==> config.mk <==
export PLATFORM = sky130hd
export DESIGN_NAME = fpu_exc_unit
export DESIGN_NICKNAME = d
export VERILOG_FILES = /design/src/rtl/fpu_exc_pkg.sv /design/src/rtl/fpu_exc_default.sv /design/src/rtl/fpu_exc_csr.sv /design/src/rtl/fpu_exc_issue.sv /design/src/rtl/fpu_exc_unit.sv
export SDC_FILE = /design/constraint.sdc
export NUM_CORES = 1
export LEC_CHECK = 0
export ABC_AREA = 1
export CAP_MARGIN = 20
export CORE_AREA = 4 4 65 61
export CTS_BUF_LIST = sky130_fd_sc_hd__clkbuf_8
export CTS_CLUSTER_SIZE = 16
export DETAILED_ROUTE_END_ITERATION = 6
export DIE_AREA = 0 0 69 65
export DONT_BUFFER_PORTS = 1
export HOLD_SLACK_MARGIN = 0.05
export PLACE_DENSITY = 0.78
export SYNTH_ARGS = -nofsm -noshare
export SYNTH_HDL_FRONTEND = slang
export SYNTH_SLANG_ARGS = --single-unit
==> constraint.sdc <==
create_clock -name clk -period 1.8 [get_ports clk]
set_clock_uncertainty 0.2 [all_clocks]
set_input_delay 0.27 -clock clk [delete_from_list [all_inputs] [get_ports clk]]
set_output_delay 0.27 -clock clk [all_outputs]
set_load 0.01 [all_outputs]
==> src/rtl/fpu_exc_pkg.sv <==
// Shared encodings for the floating-point exception resolver.
// Assumes single-precision IEEE-754 results, with bit 31 as the sign.
package fpu_exc_pkg;
    localparam int unsigned DATA_W  = 32;
    localparam int unsigned NCAUSE  = 5;

    // Condition bit positions; the priority order depends on them.
    localparam int unsigned CZ_I = 0;
    localparam int unsigned CZ_U = 1;
    localparam int unsigned CZ_O = 2;
    localparam int unsigned CZ_Z = 3;
    localparam int unsigned CZ_V = 4;

    // Field positions in the status/control word.
    localparam int unsigned FLAG_LSB  = 0;
    localparam int unsigned EN_LSB    = FLAG_LSB + NCAUSE;
    localparam int unsigned CAUSE_LSB = EN_LSB + NCAUSE;
    localparam int unsigned CSR_USED  = CAUSE_LSB + NCAUSE;

    localparam logic [DATA_W-1:0] QNAN_WORD = 32'h7FC0_0000;
    localparam logic [DATA_W-2:0] INF_MAG   = 31'h7F80_0000;
    localparam logic [DATA_W-2:0] MAXF_MAG  = 31'h7F7F_FFFF;

    typedef logic [NCAUSE-1:0] cause_t;

    typedef enum logic {
        RND_NEAREST = 1'b0,
        RND_ZERO    = 1'b1
    } rnd_t;
endpackage

==> src/rtl/fpu_exc_default.sv <==
// Default-result selector.
// Picks the value to write back from the effective conditions, following
// the priority invalid > div-by-zero > overflow > underflow. Inexact alone
// or no condition passes the raw result through. Purely combinational.
module fpu_exc_default
    import fpu_exc_pkg::*;
(
    input  logic [DATA_W-1:0] raw_i,
    input  logic              sign_i,
    input  cause_t            cause_i,
    input  rnd_t              rnd_i,
    output logic [DATA_W-1:0] result_o
);
    // Priority chain that chooses the substituted value.
    always_comb begin
        if (cause_i[CZ_V]) begin
            result_o = QNAN_WORD;
        end else if (cause_i[CZ_Z]) begin
            result_o = {sign_i, INF_MAG};
        end else if (cause_i[CZ_O]) begin
            result_o = (rnd_i == RND_ZERO) ? {sign_i, MAXF_MAG} : {sign_i, INF_MAG};
        end else if (cause_i[CZ_U]) begin
            result_o = {sign_i, {(DATA_W-1){1'b0}}};
        end else begin
            result_o = raw_i;
        end
    end
endmodule

==> src/rtl/fpu_exc_csr.sv <==
// Status/control word: sticky flags, trap enables and the trap-condition field.
// A software write and a committed update may fall in the same cycle; the
// update is ORed over the written flags. A trapped operation overrides a
// write to the condition field.
module fpu_exc_csr
    import fpu_exc_pkg::*;
(
    input  logic              clk,
    input  logic              rst_n,
    input  logic              wr_en_i,
    input  logic [DATA_W-1:0] wr_data_i,
    input  logic              commit_i,
    input  logic              trap_i,
    input  cause_t            cause_i,
    output cause_t            enables_o,
    output logic [DATA_W-1:0] rd_data_o
);
    cause_t flags_q, en_q, tcause_q;
    cause_t flags_d, en_d, tcause_d;

    // Next-state selection for the three fields.
    always_comb begin
        flags_d  = wr_en_i ? wr_data_i[FLAG_LSB +: NCAUSE] : flags_q;
        if (commit_i) flags_d = flags_d | cause_i;
        en_d     = wr_en_i ? wr_data_i[EN_LSB +: NCAUSE] : en_q;
        tcause_d = wr_en_i ? wr_data_i[CAUSE_LSB +: NCAUSE] : tcause_q;
        if (trap_i) tcause_d = cause_i;
    end

    // Register update with synchronous reset.
    always_ff @(posedge clk) begin
        if (!rst_n) begin
            flags_q  <= '0;
            en_q     <= '0;
            tcause_q <= '0;
        end else begin
            flags_q  <= flags_d;
            en_q     <= en_d;
            tcause_q <= tcause_d;
        end
    end

    // Read view; unused upper bits read as zero.
    always_comb begin
        rd_data_o = '0;
        rd_data_o[FLAG_LSB +: NCAUSE]  = flags_q;
        rd_data_o[EN_LSB +: NCAUSE]    = en_q;
        rd_data_o[CAUSE_LSB +: NCAUSE] = tcause_q;
    end

    assign enables_o = en_q;

    // without a write, no flag that was set may clear.
    assert_sticky_R11: assert property (@(posedge clk) disable iff (!rst_n)
        ($past(rst_n) && !$past(wr_en_i)) |-> ((flags_q & $past(flags_q)) == $past(flags_q)));

    // a trapped operation leaves the flags alone when there is no write.
    assert_trap_keeps_flags_R12: assert property (@(posedge clk) disable iff (!rst_n)
        ($past(rst_n) && $past(trap_i) && !$past(wr_en_i)) |-> $stable(flags_q));
endmodule

==> src/rtl/fpu_exc_issue.sv <==
// Trap decision and output stage.
// Traps when any effective condition has its enable set. Otherwise it
// commits the default result. Outputs are registered, so a result or trap
// shows one cycle after op_valid.
module fpu_exc_issue
    import fpu_exc_pkg::*;
(
    input  logic              clk,
    input  logic              rst_n,
    input  logic              valid_i,
    input  cause_t            cause_i,
    input  cause_t            enables_i,
    input  logic [DATA_W-1:0] result_i,
    output logic              take_trap_o,
    output logic              commit_o,
    output logic              trap_req_o,
    output logic              wb_valid_o,
    output logic [DATA_W-1:0] wb_data_o
);
    // Merge every enabled condition into one request.
    always_comb begin
        take_trap_o = valid_i && (|(cause_i & enables_i));
        commit_o    = valid_i && !take_trap_o;
    end

    // Output registers; data is zeroed when nothing is written back.
    always_ff @(posedge clk) begin
        if (!rst_n) begin
            trap_req_o <= 1'b0;
            wb_valid_o <= 1'b0;
            wb_data_o  <= '0;
        end else begin
            trap_req_o <= take_trap_o;
            wb_valid_o <= commit_o;
            wb_data_o  <= commit_o ? result_i : '0;
        end
    end

    // a trap never goes out together with a writeback.
    assert_trap_excl_wb_R2: assert property (@(posedge clk) disable iff (!rst_n)
        !(trap_req_o && wb_valid_o));

    // every accepted operation yields exactly one outcome.
    assert_one_outcome_R3: assert property (@(posedge clk) disable iff (!rst_n)
        ($past(rst_n) && $past(valid_i)) |-> (trap_req_o || wb_valid_o));

    // no accepted operation means no outcome.
    assert_idle_quiet_R13: assert property (@(posedge clk) disable iff (!rst_n)
        ($past(rst_n) && !$past(valid_i)) |-> (!trap_req_o && !wb_valid_o));
endmodule

==> src/rtl/fpu_exc_unit.sv <==
// Top level of the floating-point exception resolver.
// Forces inexact on overflow and underflow, selects the default result,
// decides between a trap and a writeback, and keeps the status/control word.
// Assumes op_cause, op_sign and op_rnd are valid when op_valid is 1.
module fpu_exc_unit
    import fpu_exc_pkg::*;
(
    input  logic        clk,
    input  logic        rst_n,
    input  logic        op_valid,
    input  logic [31:0] op_result,
    input  logic        op_sign,
    input  logic [4:0]  op_cause,
    input  logic        op_rnd,
    input  logic        csr_wr_en,
    input  logic [31:0] csr_wr_data,
    output logic [31:0] csr_rd_data,
    output logic        wb_valid,
    output logic [31:0] wb_data,
    output logic        trap_req
);
    cause_t            eff_cause;
    cause_t            enables;
    logic [DATA_W-1:0] dflt_result;
    logic              take_trap;
    logic              commit;
    rnd_t              rnd;

    // Overflow and underflow imply inexact.
    always_comb begin
        eff_cause       = op_cause;
        eff_cause[CZ_I] = op_cause[CZ_I] | op_cause[CZ_O] | op_cause[CZ_U];
    end

    assign rnd = rnd_t'(op_rnd);

    fpu_exc_default u_default (
        .raw_i    (op_result),
        .sign_i   (op_sign),
        .cause_i  (eff_cause),
        .rnd_i    (rnd),
        .result_o (dflt_result)
    );

    fpu_exc_issue u_issue (
        .clk         (clk),
        .rst_n       (rst_n),
        .valid_i     (op_valid),
        .cause_i     (eff_cause),
        .enables_i   (enables),
        .result_i    (dflt_result),
        .take_trap_o (take_trap),
        .commit_o    (commit),
        .trap_req_o  (trap_req),
        .wb_valid_o  (wb_valid),
        .wb_data_o   (wb_data)
    );

    fpu_exc_csr u_csr (
        .clk       (clk),
        .rst_n     (rst_n),
        .wr_en_i   (csr_wr_en),
        .wr_data_i (csr_wr_data),
        .commit_i  (commit),
        .trap_i    (take_trap),
        .cause_i   (eff_cause),
        .enables_o (enables),
        .rd_data_o (csr_rd_data)
    );

    // a committed overflow or underflow leaves the inexact flag set.
    assert_implied_inexact_R10: assert property (@(posedge clk) disable iff (!rst_n)
        ($past(rst_n) && $past(op_valid) && wb_valid &&
         ($past(op_cause[CZ_O]) || $past(op_cause[CZ_U])))
        |-> csr_rd_data[FLAG_LSB + CZ_I]);

    // a committed overflow alone in round-toward-zero writes the largest finite magnitude.
    assert_overflow_rz_R6: assert property (@(posedge clk) disable iff (!rst_n)
        ($past(rst_n) && wb_valid && $past(op_cause[CZ_O]) && !$past(op_cause[CZ_V]) &&
         !$past(op_cause[CZ_Z]) && $past(op_rnd))
        |-> (wb_data[30:0] == MAXF_MAG));

    // unused upper bits always read zero.
    assert_upper_zero_R12: assert property (@(posedge clk) disable iff (!rst_n)
        csr_rd_data[31:CSR_USED] == '0);
endmodule

Word-level counts from Yosys, hierarchy flattened
Index checks and enable logic that the tools add are counted.

storage, ports and cells
  bits in registers = 49
  latch bits = 0
  bits in writable memories = 0
  ROM bits = 0
  output and inout port bits = 66
  word-level logic and storage cells = 31
  memories kept = 0

cells by class
  $add $sub $neg = 0
  multipliers = 0
  div/mod/pow operators = 0
  magnitude comparators = 0
  eq/ne operators = 0
  shift-type cells = 0
  mux-type cells = 9
  bitwise gates (word level) = 6
  reductions and logical operators = 8

operators by type and width
  operator             count
  32-bit 2-to-1 mux    3
  31-bit 2-to-1 mux    1
  24-bit 2-to-1 mux    1
  5-bit 2-to-1 mux     4
  5-bit bitwise AND    1
  5-bit bitwise OR     1
  5-bit OR reduction   1
  4-bit OR reduction   1
  3-bit OR reduction   1
  1-bit logical AND    2
  1-bit inverter       2
  1-bit bitwise OR     2
  2-bit AND reduction  1
  2-bit nonzero test   1
  1-bit zero test      1

Logic depth before layout (Yosys ltp)
  depth after elaboration = 9
  depth in mapped cells = 9
  gate-level depth less buffers = 8

Hierarchy
From an unflattened synthesis, not the netlist that was laid out.

second synthesis, totals
  cell total of the unflattened synthesis = 332
  area, all modules = 2,409.8 µm²

by module, submodules not included
  module           times used  cells an instance  area each (µm²)  sequential area each (µm²)
  fpu_exc_issue    1           120                1,123.6          680.7
  fpu_exc_csr      1           124                818.3            300.3
  fpu_exc_default  1           85                 456.7            0.0
  fpu_exc_unit     1           3                  11.3             0.0

Least setup slack after synthesis
No wires, ideal clock.

  path kind = reg2reg
  start point = register u_csr.en_q[2], in the netlist u_csr.enables_o[2]
  end point = register u_csr.tcause_q[0]
  library setup time = 70 ps
  arrival = 1,099 ps
  data required time = 1,530 ps
  slack = 431 ps
  cell stages (with the launch flop) = 9
  path buffers = 1
  cells stage by stage = dfxtp_1 nand2_1 nand2_1 nor2_2 nand2_2 nand2_2 buf_6 nand3_1 a21oi_1

between the ends
  word-level cells in the longest chain between the ends = 4
  elaborated cells on any way between the ends = 5

RTL lines
  what                                                    line                 source
  start, declared                                         fpu_exc_csr.sv:18    cause_t flags_q, en_q, tcause_q;
  start signal, assigned                                  fpu_exc_csr.sv:38    en_q <= en_d;
  5-bit bitwise AND *                                     fpu_exc_issue.sv:22  take_trap_o = valid_i && (|(cause_i & enables_i));
  5-bit OR reduction *                                    fpu_exc_issue.sv:22
  1-bit logical AND *                                     fpu_exc_issue.sv:22
  5-bit 2-to-1 mux or 2-bit nonzero test (tied branches)  -
  end signal, assigned                                    fpu_exc_csr.sv:39    tcause_q <= tcause_d;
  end, declared                                           fpu_exc_csr.sv:18

Mark *: on every way between the ends. The rest lies on a longest branch, timed or not.
A chain may end at the register's enable or synchronous reset.

Final worst setup path
  start point = register u_csr.en_q[3], in the netlist u_csr.enables_o[3]
  end point = register u_csr.tcause_q[4]

Same word-level chain as after synthesis.

==> results.py <==
metrics = {
    "layout": {
        "ff_latch_area_sq_um": 981,
        "drive_gt1_frac": 0.101,
        "syn_to_final_growth_pct": 32.2,
        "final_core_utilization": 0.769,
        "multi_input_area_sq_um": 776,
        "final_nets": 361,
        "fillerInstances": 247,
        "antenna_cells": 0,
    },
    "synthesis": {
        "synth_cells": 233,
        "synthesis.area_sq_um": 1920,
        "synth.avg_cell_area_sq_um": 8.25,
        "ys_types": 23,
        "synth.ff_latch_count": 49,
        "ys_seq_area_frac": 0.510,
        "ys.warnings.count": 0,
    },
    "critical_path": {
        "critPathKind": "flip-flop to flip-flop",
        "crit_arrival_ns": 1.64,
        "worstPathCellList": "nand2_1 -> nand2_1 -> nor2_2 -> nand2_2 -> nand2_2 -> nand3_1 -> a21oi_1",
        "slowest_delay_ns": 0.36,
        "cp-start-kind": "flip-flop",
        "crit_slowest_cell": "dfxtp_1",
        "worst-path-stages": 7,
        "cp_num_buf_inv": 0,
        "critPathTopFamily": "simple AND/OR/NAND/NOR gates",
        "cp-end-kind": "flip-flop",
        "cp_max_fo": 11,
        "required_ns": 1.82,
        "ff2ff_path_depth": 7,
    },
    "sta": {
        "fin_worst_hold_slack_ns": 0.0519,
        "tightest_slew_ns": 0.680,
        "clock.fmax_mhz": 618,
        "slew_viol_final": 0,
        "post-route-period-util": 0.898,
        "finalSetupTns_ns": 0,
        "hold_viol_final": 0,
        "relSlewSlack": 0.546,
        "rsz0062_at_grt": "no",
        "fin_crit_ns": 1.62,
        "finalSetupViolCount": 0,
    },
    "clock_network": {
        "cts_made_buffers": 5,
        "clk_pin_slew_ns": 0.08,
        "clk_latency_ns": 0.29,
        "clock-sinks": 49,
        "cts_tree": "built",
        "cts_root_buffer": "clkbuf_8",
        "clock_path_buffers": 2,
        "cts-htree-levels": 2,
        "post_cts_buffers": 0,
    },
    "global_route": {
        "grt_max_degree": 26,
        "grt.total_usage": 0.238,
        "grt_remaining_overflow": 0,
        "grt_pass1_wl_um": 8450,
        "antenna_found_initial": 0,
        "first_global_vias": 1713,
    },
    "place": {
        "dp.final_hpwl_um": 3170,
        "port_buffers": 0,
        "gp_congestion": 0.763,
    },
    "status": {
        "status": "finished, final reports clean",
    },
    "power": {
        "intPower_mw": 1.72,
        "power.switching_uw": 556,
        "p_clk_frac": 0.344,
        "ir_worst_vdd_mv": 0.605,
        "share_seq_of_total_power": 0.522,
        "leakagePower_nw": 1.11,
        "pwr_density_cell_nw_per_um2": 896,
        "comb_power_share": 0.133,
        "p_sw_frac": 0.244,
    },
    "hold_path": {
        "min_path_type": "primary input to flip-flop",
        "hold_depth": 3,
    },
    "routing": {
        "vias_per_cell": 5.20,
        "avgRoutedWirePerCell_um": 16.2,
        "dr.pass1.iters": 4,
        "drt-initial-drc-count": 172,
        "vias": 1721,
        "routed_wl_um": 5360,
        "drcViolationCount": 0,
        "ant_nets": 0,
    },
    "floorplan": {
        "die_h_um": 65,
        "coreArea_sq_um": 3300,
        "rows": 20,
        "fp.dieArea_sq_um": 4490,
        "initial_core_util": 0.582,
        "io_pins": 141,
        "die_w_um": 69,
    },
    "flow_run": {
        "drv_cap": 0,
    },
}
-- synthesized netlist by cell type (all sizes together) --
| cell type | number | area (sq um) |
|---|---|---|
| nor3 | 2 | 10.0 |
| nor2 | 41 | 189 |
| o21a | 1 | 7.51 |
| o22ai | 5 | 31.3 |
| o21ai | 10 | 50.1 |
| buf | 22 | 170 |
| nand4 | 1 | 21.3 |
| inv | 9 | 33.8 |
| conb | 1 | 3.75 |
| nand2 | 36 | 148 |
| clkbuf | 6 | 22.5 |
| clkinv | 1 | 3.75 |
| dfxtp | 49 | 981 |
| a21oi | 37 | 185 |
| nand3 | 11 | 55.1 |
| mux2i | 1 | 10.0 |
-- per-layer routing --
| layer | vias up | GRT usage | part of all wire |
|---|---|---|---|
| li1 | 831 | - | - |
| met1 | 784 | 0.266 | 0.37 |
| met2 | 94 | 0.408 | 0.51 |
| met3 | 12 | 0.0977 | 0.093 |
| met4 | 0 | 0.0829 | 0.018 |
| met5 | - | 0 | 0 |
-- repair_timing --
action,CTS,global route
resized for setup,0,2
hold buffers,55,0
setup endpoints to repair,0,22
hold endpoints to repair,49,0
-- worst min-delay path, cell delays in order --
cell and delay, ns:
inv_1 0.08, nand3_1 0.10, a21oi_1 0.06
-- kinds of logic (layout without fill, tap and decap cells) --
group                  count (synthesis)  in the layout  share of synthesized area
AND/OR/NAND/NOR                       91             91                      0.220
buffers and inverters                 38             76                      0.120
AO/OA/AOI/OAI                         53             53                      0.143
flip-flops                            49             49                      0.510
other                                  1             17                    0.00195
multiplexers                           1              1                    0.00521
-- stage by stage --
stage	power, mW	instance area (sq um)	instances	setup slack [ns]
after floorplan	1.40	1980	249	0.431
after global placement	1.39	1870	268	0.245
after detailed placement	1.40	1870	268	0.213
after CTS	2.27	2530	331	0.0626
after global routing	2.38	2540	331	0.131
final	2.28	2540	331	0.183
-- power by group through the flow --
stage / Clock, mW / Combinational, mW / Sequential, mW
detailed placement: 0 / 0.185 / 1.22
CTS: 0.792 / 0.293 / 1.19
floorplan: 0 / 0.193 / 1.20
global placement: 0 / 0.179 / 1.21
finish: 0.784 / 0.304 / 1.19
global route: 0.851 / 0.338 / 1.19
-- flip-flops by register name, indices dropped and copies added (netlist names) --
name / count
u_issue.wb_data_o: 32
u_csr.enables_o: 5
u_csr.flags_q: 5
u_csr.tcause_q: 5
u_issue.trap_req_o: 1
u_issue.wb_valid_o: 1
-- final cells by class --
type                            count  area share
Tap cell                           44      0.0217
Inverter                           10      0.0148
Clock buffer                        6      0.0325
Sequential cell                    49       0.386
Multi-Input combinational cell    162       0.305
Clock inverter                      2      0.0133
Timing Repair Buffer               58       0.226
-- path summary, 6_finish.rpt --
kind                      startpoint                    end  slack, ns
setup / recovery  u_csr.enables_o[3]      u_csr.tcause_q[4]       0.18
hold reg to reg    u_csr.tcause_q[3]      u_csr.tcause_q[3]       0.34
hold / removal           op_cause[3]  u_issue.wb_data_o[22]       0.05
setup reg to reg  u_csr.enables_o[3]      u_csr.tcause_q[4]       0.18
-- placed cells by master (no fill, tap or decap), types with 2 or more instances in the layout --
master / count
nor2_1: 29
nand2_1: 31
dfxtp_1: 49
inv_1: 9
nor3_1: 2
nor2_2: 11
clkbuf_8: 6
nand3_1: 11
buf_4: 3
o22ai_1: 5
dlygate4sd3_1: 54
o21ai_0: 10
nand2_2: 4
a21oi_1: 37
conb_1: 17
(Power assumes the default switching activity.)
